`config.mk`:
```
export PLATFORM = sky130hd
export DESIGN_NAME = aud_irq_agg
export DESIGN_NICKNAME = d
export VERILOG_FILES = /design/src/rtl/aud_irq_pkg.sv /design/src/rtl/aud_evt_bank.sv /design/src/rtl/aud_irq_agg.sv
export SDC_FILE = /design/constraint.sdc
export NUM_CORES = 1
export LEC_CHECK = 0
export BUFFER_PORTS_ARGS = -buffer_cell sky130_fd_sc_hd__buf_2
export CORE_AREA = 2 2 70 72
export DETAILED_ROUTE_END_ITERATION = 7
export DIE_AREA = 0 0 72 74
export GPL_ROUTABILITY_DRIVEN = 0
export GPL_TIMING_DRIVEN = 0
export PLACE_DENSITY = 0.81
export SLEW_MARGIN = 30
export SYNTH_ARGS = -nofsm -noshare
export SYNTH_HDL_FRONTEND = slang
export SYNTH_HIERARCHICAL = 1
export SYNTH_SLANG_ARGS = --single-unit
```
`constraint.sdc`:
```
create_clock -name clk -period 1.94 [get_ports clk]
set_input_delay 0.194 -clock clk [delete_from_list [all_inputs] [get_ports clk]]
set_output_delay 0.194 -clock clk [all_outputs]
set_load 0.05 [all_outputs]
```
`src/rtl/aud_irq_pkg.sv`:
```
package aud_irq_pkg;
  localparam int NUM_CLS = 5;
  localparam int GRP_TOP = 5;
  localparam int NUM_GRP = 6;

  typedef enum logic [1:0] {
    SEL_STAT   = 2'd0,
    SEL_CLR    = 2'd1,
    SEL_MASK   = 2'd2,
    SEL_UNMASK = 2'd3
  } reg_sel_e;

  // Bits per group: capture classes are narrower; the top level has one bit per class.
  function automatic int grp_width(int grp, int n_out, int n_in);
    if (grp == GRP_TOP) return NUM_CLS;
    if (grp == 2 || grp == 4) return n_in;
    return n_out;
  endfunction
endpackage

```
`src/rtl/aud_evt_bank.sv`:
```
module aud_evt_bank #(
  parameter int W = 4
) (
  input  logic         clk,
  input  logic         rst_n,
  input  logic [W-1:0] ev_i,
  input  logic         clr_i,
  input  logic         mset_i,
  input  logic         mclr_i,
  input  logic [W-1:0] wdata_i,
  output logic [W-1:0] stat_o,
  output logic [W-1:0] mask_o,
  output logic         pend_o
);
  logic [W-1:0] stat_q, mask_q;
  logic [W-1:0] clr_bits;

  assign clr_bits = clr_i ? wdata_i : '0;

  always_ff @(posedge clk) begin
    if (!rst_n) begin
      stat_q <= '0;
      mask_q <= '1;
    end else begin
      // a new event overrides a clear of the same bit
      stat_q <= (stat_q & ~clr_bits) | ev_i;
      if (mset_i)      mask_q <= mask_q | wdata_i;
      else if (mclr_i) mask_q <= mask_q & ~wdata_i;
    end
  end

  assign stat_o = stat_q;
  assign mask_o = mask_q;
  assign pend_o = |(stat_q & ~mask_q);
endmodule

```
`src/rtl/aud_irq_agg.sv`:
```
module aud_irq_agg
  import aud_irq_pkg::*;
#(
  parameter int N_OUT  = 4,
  parameter int N_IN   = 3,
  parameter int DATA_W = 8,
  parameter int ADDR_W = 5
) (
  input  logic              clk,
  input  logic              rst_n,
  input  logic [N_OUT-1:0]  evt_fifo_unf,
  input  logic [N_OUT-1:0]  evt_ring_unf,
  input  logic [N_IN-1:0]   evt_ring_ovf,
  input  logic [N_OUT-1:0]  evt_free_mark,
  input  logic [N_IN-1:0]   evt_full_mark,
  input  logic              wr_en,
  input  logic [ADDR_W-1:0] wr_addr,
  input  logic [DATA_W-1:0] wr_data,
  input  logic [ADDR_W-1:0] rd_addr,
  output logic [DATA_W-1:0] rd_data,
  output logic              irq
);
  localparam int GRP_BITS = ADDR_W - 2;
  localparam int TOP_W    = grp_width(GRP_TOP, N_OUT, N_IN);

  logic [GRP_BITS-1:0] wr_grp, rd_grp;
  reg_sel_e            wr_sel, rd_sel;
  logic [DATA_W-1:0]   grp_stat [NUM_GRP];
  logic [DATA_W-1:0]   grp_mask [NUM_GRP];
  logic [NUM_CLS-1:0]  cls_pend;
  logic                top_pend;
  logic                unused_wr_hi;

  assign wr_grp = wr_addr[ADDR_W-1:2];
  assign wr_sel = reg_sel_e'(wr_addr[1:0]);
  assign rd_grp = rd_addr[ADDR_W-1:2];
  assign rd_sel = reg_sel_e'(rd_addr[1:0]);
  assign unused_wr_hi = ^wr_data;

  for (genvar g = 0; g < NUM_GRP; g++) begin : g_grp
    localparam int W = grp_width(g, N_OUT, N_IN);
    logic [W-1:0] ev_w, stat_w, mask_w;
    logic         hit, pend_w;

    if (g == 0)      begin : g_e0 assign ev_w = evt_fifo_unf;  end
    else if (g == 1) begin : g_e1 assign ev_w = evt_ring_unf;  end
    else if (g == 2) begin : g_e2 assign ev_w = evt_ring_ovf;  end
    else if (g == 3) begin : g_e3 assign ev_w = evt_free_mark; end
    else if (g == 4) begin : g_e4 assign ev_w = evt_full_mark; end
    else             begin : g_et assign ev_w = cls_pend;      end

    assign hit = wr_en && (wr_grp == GRP_BITS'(g));

    aud_evt_bank #(.W(W)) u_bank (
      .clk     (clk),
      .rst_n   (rst_n),
      .ev_i    (ev_w),
      .clr_i   (hit && wr_sel == SEL_CLR),
      .mset_i  (hit && wr_sel == SEL_MASK),
      .mclr_i  (hit && wr_sel == SEL_UNMASK),
      .wdata_i (wr_data[W-1:0]),
      .stat_o  (stat_w),
      .mask_o  (mask_w),
      .pend_o  (pend_w)
    );

    assign grp_stat[g] = DATA_W'(stat_w);
    assign grp_mask[g] = DATA_W'(mask_w);

    if (g == GRP_TOP) begin : g_ptop
      assign top_pend = pend_w;
    end else begin : g_pcls
      assign cls_pend[g] = pend_w;
    end
  end

  always_comb begin
    rd_data = '0;
    for (int g = 0; g < NUM_GRP; g++) begin
      if (rd_grp == GRP_BITS'(g)) begin
        if (rd_sel == SEL_STAT)      rd_data = grp_stat[g];
        else if (rd_sel == SEL_MASK) rd_data = grp_mask[g];
      end
    end
  end

  assign irq = top_pend;

  if (TOP_W != NUM_CLS) begin : g_bad_cfg
    $error("top level width must equal class count");
  end
endmodule

```
# Word-level counts from Yosys, hierarchy flattened
# Cells that the tools add are included.
# W data, S select, Z words.
[classes]
n_mux = 36
n_reduce_logical = 39
n_bitwise = 45
eq_ne = 14
[ops]
columns = ["cell", "n"]
rows = [
  ["$mux W8", 15],
  ["$mux W4", 12],
  ["$and A4 B4 Y4", 9],
  ["$not A4 Y4", 7],
  ["$logic_and A1 B1 Y1", 24],
  ["$or A4 B4 Y4", 6],
  ["$and A3 B3 Y3", 6],
  ["$mux W3", 6],
  ["$and A5 B5 Y5", 3],
  ["$mux W5", 3],
  ["$not A3 Y3", 5],
  ["$not A5 Y5", 3],
  ["$eq A3 B2 Y1 const B", 4],
  ["$eq A3 B3 Y1 const B", 4],
  ["$or A3 B3 Y3", 4],
  ["$reduce_bool A2 Y1", 6],
  ["$reduce_or A4 Y1", 3],
  ["$or A5 B5 Y5", 2],
  ["$eq A2 B2 Y1 const B", 3],
  ["$eq A3 B1 Y1 const B", 2],
  ["$logic_not A3 Y1", 2],
  ["$reduce_or A3 Y1", 2],
  ["$reduce_or A5 Y1", 1],
  ["$eq A2 B1 Y1 const B", 1],
  ["$logic_not A2 Y1", 1],
]
[totals]
regBits = 46
elab_cells = 146
input_bits = 39

# Longest topological paths before layout
[depth]
depth_word = 19
mapped_depth = 6
ltp_nobuf = 6

# Cells and area by module
# The synthesis kept the hierarchy.
[by_module_without_submodules]
columns = ["mod", "n_inst", "area_per_inst_um2", "cells_per_inst"]
rows = [
  ["aud_evt_bank at g_grp[0].u_bank ...", 3, 310.3, 34],
  ["aud_irq_agg", 1, 620.6, 80],
  ["aud_evt_bank at g_grp[2].u_bank ...", 2, 232.7, 26],
  ["aud_evt_bank at g_grp[5].u_bank", 1, 397.9, 53],
]

# Least setup slack after synthesis
# OpenSTA, ideal clock, no wires.
[synth_timing]
path_type = "input -> output"
from = "input port rd_addr[1]"
to = "output port rd_data[3]"
path_stages = 6
setup_slack_ns = 0.107
arrival_time_ns = 1.639
path_cell_list = "buf_2 -> buf_2 -> mux2i_1 -> nand2_1 -> o311ai_0 -> a21oi_1"
[synth_between]
elab_chain_cells = 19
elab_cells_between_ends = 20
cone_classes = "eq/ne: 1; mux: 18; reduce/logical: 1"
[synth_lines]
columns = ["item", "line_no", "text"]
rows = [
  ["from (decl)", "aud_irq_agg.sv:19", "input logic [ADDR_W-1:0] rd_addr,"],
  ["$eq A2 B2 Y1", "aud_irq_agg.sv:82", "else if (rd_sel == SEL_MASK) rd_data = grp_mask[g];"],
  ["$mux W4", "aud_irq_agg.sv:82", ""],
  ["$mux W4", "aud_irq_agg.sv:81", "if (rd_sel == SEL_STAT) rd_data = grp_stat[g];"],
  ["$mux W4", "aud_irq_agg.sv:80", "if (rd_grp == GRP_BITS'(g)) begin"],
  ["$mux W8", "aud_irq_agg.sv:82", ""],
  ["$mux W8", "aud_irq_agg.sv:81", ""],
  ["$mux W8", "aud_irq_agg.sv:80", ""],
  ["$mux W8", "aud_irq_agg.sv:82", ""],
  ["[3 not listed]", "-", ""],
  ["$mux W8", "aud_irq_agg.sv:81", ""],
  ["$mux W8", "aud_irq_agg.sv:80", ""],
  ["$mux W8", "aud_irq_agg.sv:82", ""],
  ["$mux W8", "aud_irq_agg.sv:81", ""],
  ["$mux W8", "aud_irq_agg.sv:80", ""],
  ["$mux W8", "aud_irq_agg.sv:82", ""],
  ["$mux W8", "aud_irq_agg.sv:81", ""],
  ["$mux W8 *", "aud_irq_agg.sv:80", ""],
  ["to (decl)", "aud_irq_agg.sv:20", "output logic [DATA_W-1:0] rd_data,"],
]
# Every way passes the cells marked *; elsewhere a longest branch is shown, timed or not.

# Worst setup path in the final report
[layout_timing]
from = "register g_grp[3].u_bank.stat_q[0]"
to = "output port rd_data[0]"
[layout_between]
elab_chain_cells = 8
[layout_lines]
columns = ["item", "line_no", "text"]
rows = [
  ["from (decl)", "aud_evt_bank.sv:15", "logic [W-1:0] stat_q, mask_q;"],
  ["from (signal assigned)", "aud_evt_bank.sv:26", "stat_q <= (stat_q & ~clr_bits) | ev_i;"],
  ["$mux W8 *", "aud_irq_agg.sv:81", ""],
  ["$mux W8 *", "aud_irq_agg.sv:80", ""],
  ["$mux W8", "aud_irq_agg.sv:82", ""],
  ["$mux W8", "aud_irq_agg.sv:81", ""],
  ["$mux W8 *", "aud_irq_agg.sv:80", ""],
  ["$mux W8", "aud_irq_agg.sv:82", ""],
  ["$mux W8", "aud_irq_agg.sv:81", ""],
  ["$mux W8 *", "aud_irq_agg.sv:80", ""],
]
# Marks and branches as above.

==> flow_metrics.py <==
metrics = {
    "critical_path": {
        "rr_worst_depth": 4,
        "max_stage_delay_ps": 470,
        "cp_num_buf_inv": 1,
        "critical_path_class": "register to primary output",
        "crit_chain": "mux4_2, mux2_4, o211a_1, buf_6",
        "critPathTopFamily": "multiplexers",
        "critPathArrivalTime_ps": 1780,
        "cp_slowest_cell": "mux4_2",
        "worstSetupEndpointType": "primary output",
        "cp-start-kind": "register",
        "timing.rr.end": "g_grp[5].u_bank/stat_o[0]",
        "crit_fanout": 3,
        "r2r_slack_ps": 880,
        "worstPathRequired_ps": 1750,
    },
    "synth": {
        "avgSynthCellArea_um2": 8.41,
        "synth_compound_gate_area_share": 0.229,
        "synth_top_cells_by_count": "dfxtp_1 (46), nand2_1 (43), inv_1 (36)",
        "yosysWarnings": 6,
        "synthFlopType": "dfxtp_1",
        "synthSimpleGateAreaFrac": 0.195,
        "yosysTopAreaCell": "dfxtp_1",
        "synth_area_mm2": 0.00241,
        "async_flop_share": 0,
        "synth.area.top_cells": "dfxtp_1 (38%), a221o_1 (7.5%), nand2_1 (6.7%)",
        "synth_xor_area_frac": 0,
        "syn_inst": 287,
        "synthDistinctLibCells": 33,
        "yosysMostFrequentCell": "dfxtp_1",
        "synth_top_family_by_area": "compound AO/OA/AOI/OAI gates",
        "synth_fa_ha_area_frac": 0,
        "synth.top_cell.area_share": 0.381,
        "synth_edf_count": 0,
        "muxShareOfSynthArea": 0.113,
        "ys_ff_latch": 46,
        "yosysSeqAreaShare": 0.381,
    },
    "run_status": {
        "outcome": "finished with violations",
        "failed_checks": "negative setup slack",
    },
    "power": {
        "seqPwrFrac": 0.502,
        "ir_worst_vdd_v": 0.000429,
        "power_frac_clock": 0.352,
        "p_leak_nw": 1.20,
        "swShare": 0.263,
        "p_int_mw": 1.48,
        "power.switching_uw": 527,
        "p_per_area_mw_per_mm2": 711,
        "pwr-share-comb": 0.147,
    },
    "die": {
        "fp.dieH_um": 74,
        "die_area_mm2": 0.00533,
        "core_mm2": 0.00460,
        "start_util": 0.525,
        "die_x_um": 72,
        "core.rowCount": 25,
        "io_pins": 48,
    },
    "timing": {
        "layout_min_cycle_time_ps": 1980,
        "period_share": 1.02,
        "setup_ws_ps": -38.7,
        "finalClockSkew_ps": 5.63,
        "rsz0062_at_grt": "yes",
        "fin_hold_ws_ps": 148,
        "max_freq_mhz": 505,
        "tightestPinTransition_ps": 664,
        "maxSlewViolCount": 0,
        "slew_headroom": 0.554,
        "setup_viol": 2,
        "hold_viol": 0,
    },
    "detailed_routing": {
        "drt_wl_total_um": 6680,
        "vias": 2401,
        "drc": 0,
        "wl_per_cell_um": 17.1,
        "postRouteAntennaNets": 0,
        "vias_per_cell": 6.14,
        "firstDrtPassIters": 5,
        "drt_iter0_drc": 236,
    },
    "layout": {
        "diodes": 0,
        "final_nets": 375,
        "drive_gt1_frac": 0.205,
        "areaGrowthSynthToFinish_pct": 16.8,
    },
    "cts": {
        "path_clk_slew_ps": 80,
        "cts-root-buf": "clkbuf_8",
        "clkSinkCount": 46,
        "cts_max_level": 2,
        "cts_tree": "done",
        "hold_buffers": 0,
        "clock_latency_ps": 300,
        "clk_path_buf_depth": 2,
        "cts_buffers": 5,
    },
    "grt": {
        "grt_usage": 0.273,
        "grt_pass1_vias": 2300,
        "grt_max_degree": 25,
        "antenna_found_initial": 0,
        "grt_pass1_wl_um": 11100,
        "grt-ovfl-total": 0,
    },
    "min_path": {
        "holdPathStages": 3,
        "hold_class": "input pin to register",
        "min_to": "g_grp[2].u_bank/stat_o[2]",
        "min_from": "evt_ring_ovf[2]",
    },
    "place": {
        "hpwl_um": 4790,
        "post-place-ws_ps": 58.7,
        "portBuffers": 38,
    },
    "flow_run": {
        "max_cap_viol_count": 0,
    },
}
## layer usage
metal / wire [µm] / global-route usage / vias up
met5: 0 / 0 / -
met4: 183 / 0.149 / 0
met3: 568 / 0.0623 / 17
met2: 3180 / 0.442 / 136
met1: 2750 / 0.340 / 1115
li1: - / - / 1133
## worst max path at each step
stage | from | endpoint | slack, ps | depth (start not counted)
4_1_cts | g_grp[3].u_bank/stat_o[2] | rd_data[2] | -40 | 4
3_5_place_dp | rd_addr[2] | rd_data[2] | 60 | 6
5_1_grt | register | rd_data[0] | -60 | 4
6_report | g_grp[3].u_bank/stat_o[0] | rd_data[0] | -40 | 4
2_1_floorplan | rd_addr[1] | rd_data[3] | 110 | 6
3_3_place_gp | rd_addr[2] | rd_data[2] | 70 | 6
## layout by cell type, fill, tap and decap left out, types with 2 or more instances in the layout
master,synthesis,layout
mux2_4,1,2
clkbuf_8,0,5
conb_1,1,3
clkbuf_1,4,6
inv_1,36,36
mux2i_1,7,7
nand3_1,10,10
a211oi_1,2,2
o211a_1,2,2
nand2_1,43,43
buf_4,3,5
o2111ai_1,4,3
nor4_1,2,2
nand2b_1,13,13
nor2_1,12,12
mux4_1,5,2
buf_6,1,3
a221o_1,18,18
a31oi_1,18,18
o21ai_0,20,20
mux4_2,1,4
o221ai_1,3,3
nor3_1,6,6
nor2b_1,9,9
dfxtp_1,46,39
a21oi_1,9,9
mux2_2,3,2
buf_2,2,38
dfxtp_2,0,7
## per-stage QoR
stage	cell area [µm²]	instances	power (mW)	utilization	TNS [ps]
2_1_floorplan	2420	289	1.18	-	0
6_report	2820	391	2.01	0.614	-54.0
5_1_grt	2820	391	2.08	0.614	-120
4_1_cts	2820	391	2.00	0.612	-70.4
3_3_place_gp	2680	381	1.29	0.583	0
3_5_place_dp	2680	381	1.30	0.583	0
## cell families (layout without fill, tap and decap cells)
| kind of cell | after synthesis | in the layout |
|---|---|---|
| DFF | 46 | 46 |
| muxes | 17 | 17 |
| and+or+nand+nor | 99 | 99 |
| other | 1 | 3 |
| buffers and inverters | 46 | 94 |
| AOI/OAI and AO/OA | 78 | 78 |
## worst reg2reg max path: cells and delay by family, from the launching register on
kind,cells,cell delay (ps)
AOI/OAI and AO/OA,2,350
and+or+nand+nor,2,210
DFF,1,390
## what timing repair did
item / CTS / global route
setup buffers: 2 / 0
setup endpoints to repair: 2 / 3
gates resized for setup: 15 / 1
pin swaps: 1 / 1
## cell type report
cell class,count,area (µm²)
plain buffers,10,58.8
clock buffers,7,76.3
clock inverters,1,30.0
fillers,391,1780
inverters,36,135
multi-input cells,197,1310
flip-flops and latches,46,930
well taps,54,67.6
repair buffers,40,218
## power groups by stage
stage               clock network, mW  logic, mW  registers (mW)
finish                          0.705      0.294            1.01
global route                    0.747      0.321            1.01
CTS                             0.710      0.289            1.01
detailed placement                  0      0.274            1.03
global placement                    0      0.266            1.02
floorplan                           0      0.170            1.01
Note: power is estimated with default switching activity, not from simulation.
